[src/rtl/sar_seq_pkg.sv]
package sar_seq_pkg;
  typedef enum logic [1:0] {
    MODE_ONE     = 2'd0,
    MODE_ONE_RPT = 2'd1,
    MODE_SEQ     = 2'd2,
    MODE_SEQ_RPT = 2'd3
  } conv_mode_e;

  typedef enum logic [1:0] {
    ST_IDLE   = 2'd0,
    ST_SAMPLE = 2'd1,
    ST_CONV   = 2'd2
  } seq_state_e;
endpackage

[src/rtl/sar_trial_engine.sv]
module sar_trial_engine #(
  parameter int RES = 12,
  localparam int IW = $clog2(RES)
) (
  input  logic           clk,
  input  logic           rst,
  input  logic           start,
  input  logic           cmp_high,
  output logic [RES-1:0] code_q,
  output logic           res_valid,
  output logic [RES-1:0] res_data
);
  logic [IW-1:0]  bit_q;
  logic           active_q;
  logic [RES-1:0] nxt;

  // trial update: drop the bit under test if too high, then try the next one
  always_comb begin
    nxt = code_q;
    if (cmp_high) nxt[bit_q] = 1'b0;
    if (bit_q != '0) nxt[bit_q - IW'(1)] = 1'b1;
  end

  always_ff @(posedge clk) begin
    if (rst) begin
      code_q    <= '0;
      bit_q     <= '0;
      active_q  <= 1'b0;
      res_valid <= 1'b0;
      res_data  <= '0;
    end else begin
      res_valid <= 1'b0;
      if (start) begin
        code_q   <= RES'(1) << (RES - 1);
        bit_q    <= IW'(RES - 1);
        active_q <= 1'b1;
      end else if (active_q) begin
        if (bit_q == '0) begin
          res_data  <= nxt;
          res_valid <= 1'b1;
          active_q  <= 1'b0;
          code_q    <= '0;
        end else begin
          code_q <= nxt;
          bit_q  <= bit_q - IW'(1);
        end
      end
    end
  end
endmodule

[src/rtl/sar_result_bank.sv]
module sar_result_bank #(
  parameter int RES   = 12,
  parameter int DEPTH = 8,
  localparam int AW   = $clog2(DEPTH)
) (
  input  logic           clk,
  input  logic           we,
  input  logic [AW-1:0]  waddr,
  input  logic [RES-1:0] wdata,
  input  logic [AW-1:0]  raddr,
  output logic [RES-1:0] rdata
);
  logic [RES-1:0] mem [DEPTH];

  always_ff @(posedge clk) begin
    if (we) mem[waddr] <= wdata;
  end

  always_ff @(posedge clk) begin
    rdata <= mem[raddr];
  end
endmodule

[src/rtl/sar_seq_fsm.sv]
module sar_seq_fsm
  import sar_seq_pkg::*;
#(
  parameter int NCH        = 8,
  parameter int SAMPLE_CYC = 4,
  localparam int CHW       = $clog2(NCH),
  localparam int SCW       = $clog2(SAMPLE_CYC + 1)
) (
  input  logic           clk,
  input  logic           rst,
  input  logic           cfg_en,
  input  logic [1:0]     cfg_mode,
  input  logic           cfg_trig_sel,
  input  logic [CHW-1:0] cfg_ch_first,
  input  logic [CHW-1:0] cfg_ch_last,
  input  logic           sw_start,
  input  logic           tmr_tick,
  input  logic           res_valid,
  output logic           conv_go,
  output logic           wr_en,
  output logic [CHW-1:0] wr_idx,
  output logic [CHW-1:0] ch_sel,
  output logic           sample_en,
  output logic           busy,
  output logic           seq_end,
  output logic           overrun
);
  seq_state_e     state;
  conv_mode_e     mode_q;
  logic [SCW-1:0] samp_cnt;
  logic [CHW-1:0] last_q;
  logic [CHW-1:0] pos_q;
  logic           armed;
  logic           en_q;
  logic           trig;
  logic           accept;
  logic           samp_last;
  logic           range_left;

  assign trig       = cfg_trig_sel ? tmr_tick : sw_start;
  assign accept     = (state == ST_IDLE) && cfg_en && armed && trig;
  assign samp_last  = (state == ST_SAMPLE) && (samp_cnt == SCW'(SAMPLE_CYC - 1));
  assign range_left = mode_q[1] && (ch_sel < last_q);
  assign conv_go    = samp_last;
  assign wr_en      = res_valid && (state == ST_CONV);
  assign wr_idx     = pos_q;

  always_ff @(posedge clk) begin
    if (rst) begin
      state     <= ST_IDLE;
      mode_q    <= MODE_ONE;
      samp_cnt  <= '0;
      last_q    <= '0;
      pos_q     <= '0;
      ch_sel    <= '0;
      armed     <= 1'b0;
      en_q      <= 1'b0;
      sample_en <= 1'b0;
      busy      <= 1'b0;
      seq_end   <= 1'b0;
      overrun   <= 1'b0;
    end else begin
      en_q    <= cfg_en;
      seq_end <= 1'b0;
      if (cfg_en && !en_q) armed <= 1'b1;
      if (busy && trig) overrun <= 1'b1;
      unique case (state)
        ST_IDLE: if (accept) begin
          state     <= ST_SAMPLE;
          mode_q    <= conv_mode_e'(cfg_mode);
          last_q    <= cfg_ch_last;
          ch_sel    <= cfg_ch_first;
          pos_q     <= '0;
          samp_cnt  <= '0;
          sample_en <= 1'b1;
          busy      <= 1'b1;
          overrun   <= 1'b0;
        end
        ST_SAMPLE: begin
          if (samp_last) begin
            state     <= ST_CONV;
            sample_en <= 1'b0;
          end else begin
            samp_cnt <= samp_cnt + SCW'(1);
          end
        end
        ST_CONV: if (res_valid) begin
          if (range_left && cfg_en) begin
            ch_sel    <= ch_sel + CHW'(1);
            pos_q     <= pos_q + CHW'(1);
            samp_cnt  <= '0;
            sample_en <= 1'b1;
            state     <= ST_SAMPLE;
          end else begin
            state   <= ST_IDLE;
            busy    <= 1'b0;
            seq_end <= !range_left;
            if (!mode_q[0]) armed <= 1'b0;
          end
        end
        default: state <= ST_IDLE;
      endcase
    end
  end
endmodule

[src/rtl/sar_seq_ctrl.sv]
module sar_seq_ctrl #(
  parameter int RES        = 12,
  parameter int NCH        = 8,
  parameter int SAMPLE_CYC = 4,
  localparam int CHW       = $clog2(NCH)
) (
  input  logic           clk,
  input  logic           rst,
  input  logic           cfg_en,
  input  logic [1:0]     cfg_mode,
  input  logic           cfg_trig_sel,
  input  logic [CHW-1:0] cfg_ch_first,
  input  logic [CHW-1:0] cfg_ch_last,
  input  logic           sw_start,
  input  logic           tmr_tick,
  input  logic           cmp_high,
  output logic [RES-1:0] dac_code,
  output logic [CHW-1:0] ch_sel,
  output logic           sample_en,
  output logic           conv_done,
  output logic           seq_end,
  output logic           busy,
  output logic           overrun,
  input  logic [CHW-1:0] rd_idx,
  output logic [RES-1:0] rd_data
);
  logic           conv_go;
  logic           wr_en;
  logic [CHW-1:0] wr_idx;
  logic [RES-1:0] res_data;

  sar_seq_fsm #(.NCH(NCH), .SAMPLE_CYC(SAMPLE_CYC)) u_fsm (
    .clk, .rst, .cfg_en, .cfg_mode, .cfg_trig_sel, .cfg_ch_first, .cfg_ch_last,
    .sw_start, .tmr_tick, .res_valid(conv_done), .conv_go, .wr_en, .wr_idx,
    .ch_sel, .sample_en, .busy, .seq_end, .overrun
  );

  sar_trial_engine #(.RES(RES)) u_eng (
    .clk, .rst, .start(conv_go), .cmp_high, .code_q(dac_code),
    .res_valid(conv_done), .res_data
  );

  sar_result_bank #(.RES(RES), .DEPTH(NCH)) u_bank (
    .clk, .we(wr_en), .waddr(wr_idx), .wdata(res_data),
    .raddr(rd_idx), .rdata(rd_data)
  );
endmodule

[config.mk]
export PLATFORM = sky130hd
export DESIGN_NAME = sar_seq_ctrl
export DESIGN_NICKNAME = d
export VERILOG_FILES = /design/src/rtl/sar_seq_pkg.sv /design/src/rtl/sar_trial_engine.sv /design/src/rtl/sar_result_bank.sv /design/src/rtl/sar_seq_fsm.sv /design/src/rtl/sar_seq_ctrl.sv
export SDC_FILE = /design/constraint.sdc
export NUM_CORES = 1
export LEC_CHECK = 0
export BUFFER_PORTS_ARGS = -buffer_cell sky130_fd_sc_hd__buf_2
export CELL_PAD_IN_SITES_DETAIL_PLACEMENT = 2
export CELL_PAD_IN_SITES_GLOBAL_PLACEMENT = 2
export CORE_MARGIN = 4
export CORE_UTILIZATION = 35
export DETAILED_ROUTE_END_ITERATION = 10
export GPL_TIMING_DRIVEN = 0
export MAX_ROUTING_LAYER = met4
export PLACE_DENSITY = 0.78
export SLEW_MARGIN = 15
export SYNTH_ARGS = -nofsm -noshare
export SYNTH_HDL_FRONTEND = slang
export SYNTH_SLANG_ARGS = --single-unit
[constraint.sdc]
create_clock -name clk -period 3.5 [get_ports clk]
set_clock_uncertainty 0.05 [all_clocks]
set_input_delay 0.35 -clock clk [delete_from_list [all_inputs] [get_ports clk]]
set_output_delay 0.35 -clock clk [all_outputs]
set_load 0.01 [all_outputs]
==> flow_summary.json <==
{
  "grt_usage": 0.179,
  "comb_power_share": 0.033,
  "finalNetCount": 545,
  "rows": 48,
  "io_buffers": 46,
  "grt_pass1_wl_um": 26300,
  "dp_worst_setup_slack_ns": 0.721,
  "setup_violations": 0,
  "core_sq_mm": 0.0175,
  "fin_ws_ns": 0.873,
  "hold_ws_ns": 0.112,
  "cp-end-kind": "register",
  "wl_per_cell_um": 22.1,
  "grt_pass1_vias": 4452,
  "sequentialPowerShare": 0.517,
  "cp.arrival_ns": 2.71,
  "period_share": 0.750,
  "hold_depth": 3,
  "cts_tree": "yes",
  "antenna_found_initial": 0,
  "diodes": 0,
  "viasPerCell": 5.31,
  "ys_seq_elements": 160,
  "max_cap_violations": 0,
  "r2r_cells": 5,
  "die_area_sq_mm": 0.0203,
  "die_h_um": 143,
  "final_cell_area_sq_mm": 0.00749,
  "insertion_delay_ns": 0.43,
  "finalHoldViolations": 0,
  "path_cells": "nor2b_1, buf_1, nand2_1, nor3_2, buf_6",
  "clock-root-buffer": "clkbuf_16",
  "power.density_mw_per_mm2": 515,
  "cts_resized": 0,
  "avgSynthCellArea_sq_um": 14.1,
  "p_leak_nw": 2.59,
  "status": "complete, no violations",
  "critPathLaunchType": "register",
  "synth.distinct_cells": 54,
  "area_growth_pct": 18.1,
  "irDropWorstVdd_v": 0.000349,
  "yosys_warnings": 0,
  "placed_cell_area_sq_mm": 0.00693,
  "drc": 0,
  "num_vias": 4033,
  "cts_buffers": 17,
  "die_w_um": 143,
  "drt-initial-drc-count": 151,
  "critPathMaxStageDelay_ns": 0.67,
  "p_int_mw": 2.99,
  "cts_buffer_depth": 2,
  "wl_um": 16800,
  "ys_seq_area_frac": 0.657,
  "worstSetupPathType": "reg -> reg",
  "synth_edf_count": 96,
  "p_sw_mw": 0.874,
  "first_pass_iters": 5,
  "postCtsHoldBufs": 0,
  "worst_slew_pin_slew_ns": 1.18,
  "rrSetupSlack_ns": 0.87,
  "syn_nets": 474,
  "rsz0062_at_grt": "no",
  "r2r_start": "u_fsm.state[1]$_SDFFE_PP0P_",
  "place.gp.congestion": 0.816,
  "initial_core_util": 0.362,
  "async_reset_ff_frac": 0,
  "drive_gt1_frac": 0.264,
  "cts_max_level": 4,
  "synth_ff_type": "edfxtp_1",
  "ant_nets": 0,
  "dpl.hpwl_um": 11900,
  "fin_crit_ns": 2.63,
  "r2r-end": "u_bank.mem[1][9]$_DFFE_PP_",
  "ios": 50,
  "min_from": "cfg_ch_last[1]",
  "cts.clk_slew.worst_paths_ns": 0.06,
  "cpMaxStageDelayCell": "nor3_2",
  "switching_share": 0.226,
  "critPathMaxFanout": 10,
  "cts_setup_buffers": 0,
  "synth_area_sq_mm": 0.00634,
  "slew-limit-headroom": 0.201,
  "layout_common_cells": "96 x edfxtp_1, 64 x dfxtp_1, 50 x buf_2",
  "holdPathEnd": "u_fsm.last_q[1]$_SDFFE_PP0P_",
  "grt_max_degree": 17,
  "numClockSinks": 160,
  "utilization": 0.427,
  "clockPowerShare": 0.451,
  "final_common_cell": "edfxtp_1",
  "cp_data_required_time_ns": 3.58,
  "fmax_mhz": 381,
  "overflow": 0,
  "finalMaxSlewViolations": 0,
  "final.fill_count": 1775,
  "syn_inst": 450,
  "hold_class": "in -> reg"
}
[layer usage]
layer  up-vias  part of all wire  track usage
met5         -                 0            -
met4         0            0.0078       0.0425
met3        12             0.025       0.0419
met2        56              0.52        0.299
met1      2101              0.45        0.222
li1       1864                 -            -
[how the worst max path moves through the flow]
| stage | start | slack [ns] | cells past startpoint | end |
|---|---|---|---|---|
| 6_report | u_fsm.state[1]$_SDFFE_PP0P_ | 0.87 | 5 | u_bank.mem[1][9]$_DFFE_PP_ |
| 5_1_grt | u_fsm.state[1]$_SDFFE_PP0P_ | 0.68 | 5 | u_bank.mem[1][9]$_DFFE_PP_ |
| 3_5_place_dp | u_fsm.state[1]$_SDFFE_PP0P_ | 0.72 | 4 | u_bank.mem[6][9]$_DFFE_PP_ |
| 3_3_place_gp | u_fsm.state[1]$_SDFFE_PP0P_ | -0.71 | 4 | u_bank.mem[0][8]$_DFFE_PP_ |
| 2_1_floorplan | u_fsm.state[1]$_SDFFE_PP0P_ | 0.79 | 4 | u_bank.mem[0][0]$_DFFE_PP_ |
| 4_1_cts | u_fsm.state[1]$_SDFFE_PP0P_ | 0.72 | 4 | u_bank.mem[6][9]$_DFFE_PP_ |
[power by group through the flow]
stage	Combinational (mW)	Clock (mW)	Sequential (mW)
6_report	0.126	1.74	1.99
5_1_grt	0.139	1.86	1.99
4_1_cts	0.130	1.78	1.99
3_5_place_dp	0.129	0	2.03
3_3_place_gp	0.124	0	2.03
2_1_floorplan	0.0748	0	2.04
[final cells by class]
cell class,instances,area (sq um),area share
flip-flops and latches,160,4160,0.556
multi-input cells,248,2040,0.272
clock buffers,20,447,0.0596
repair buffers,52,284,0.0379
well taps,225,282,0.0376
plain buffers,26,116,0.0155
clock inverters,12,101,0.0135
inverters,16,60.1,0.00802
[flip-flops by register name (all words and copies together) (netlist names)]
signal and cells:
u_bank.mem 96, u_bank.rdata 12, u_eng.code_q 12, u_eng.res_data 12, u_eng.bit_q 4, u_fsm.ch_sel 3
u_fsm.last_q 3, u_fsm.samp_cnt 3, u_fsm.wr_idx 3, u_fsm.mode_q 2, u_fsm.state 2, u_eng.active_q 1
u_eng.res_valid 1, u_fsm.armed 1, u_fsm.busy 1, u_fsm.en_q 1, u_fsm.overrun 1, u_fsm.sample_en 1
u_fsm.seq_end 1
[worst max-delay path: cells and delay by family, from the launching register on]
kind	cells	cell delay, ns
DFF	1	0.43
buffers and inverters	2	0.62
and+or+nand+nor	3	1.23
[Yosys cell counts (all sizes together), types with 2 or more instances]
cell,number,area share
a211o,3,0.0041
ha,6,0.012
nand3b,3,0.0036
buf,8,0.0077
o2111ai,2,0.0028
inv,16,0.0095
o2bb2ai,4,0.0055
mux4,24,0.085
and2,4,0.0039
or4b,2,0.0037
a32oi,4,0.0055
nand2,33,0.020
a211oi,2,0.0024
a21o,3,0.0036
nor2,30,0.018
mux2,14,0.025
nand3,8,0.0063
o31ai,2,0.0032
dfxtp,64,0.20
o32ai,3,0.0041
nor3,15,0.014
a22oi,6,0.0071
clkbuf,18,0.011
a21oi,26,0.021
mux2i,6,0.0095
o31a,2,0.0028
o22ai,4,0.0039
nor4bb,2,0.0032
nand4b,2,0.0028
edfxtp,96,0.45
o21ai,7,0.0055
or3,3,0.0037
nand2b,3,0.0030
a32o,3,0.0047
nor2b,10,0.0099
[logic make-up (layout without fill, tap and decap cells)]
family                   Yosys count  after routing  synth area share
AO/OA/AOI/OAI                     77             77            0.0852
buffers and inverters             42            126            0.0278
flip-flops                       160            160             0.657
AND/OR/NAND/NOR                  121            121            0.0990
adder cells (fa/ha/maj)            6              6            0.0118
multiplexers                      44             44             0.120
[metrics by stage]
stage                     power [mW]  instances  setup TNS, ns
final                           3.86        759              0
after global routing            4.00        759              0
after CTS                       3.90        759              0
after detailed placement        2.16        727              0
after global placement          2.16        721         -10.46
after floorplan                 2.11        450              0
Power figures use the tool's default switching activity.
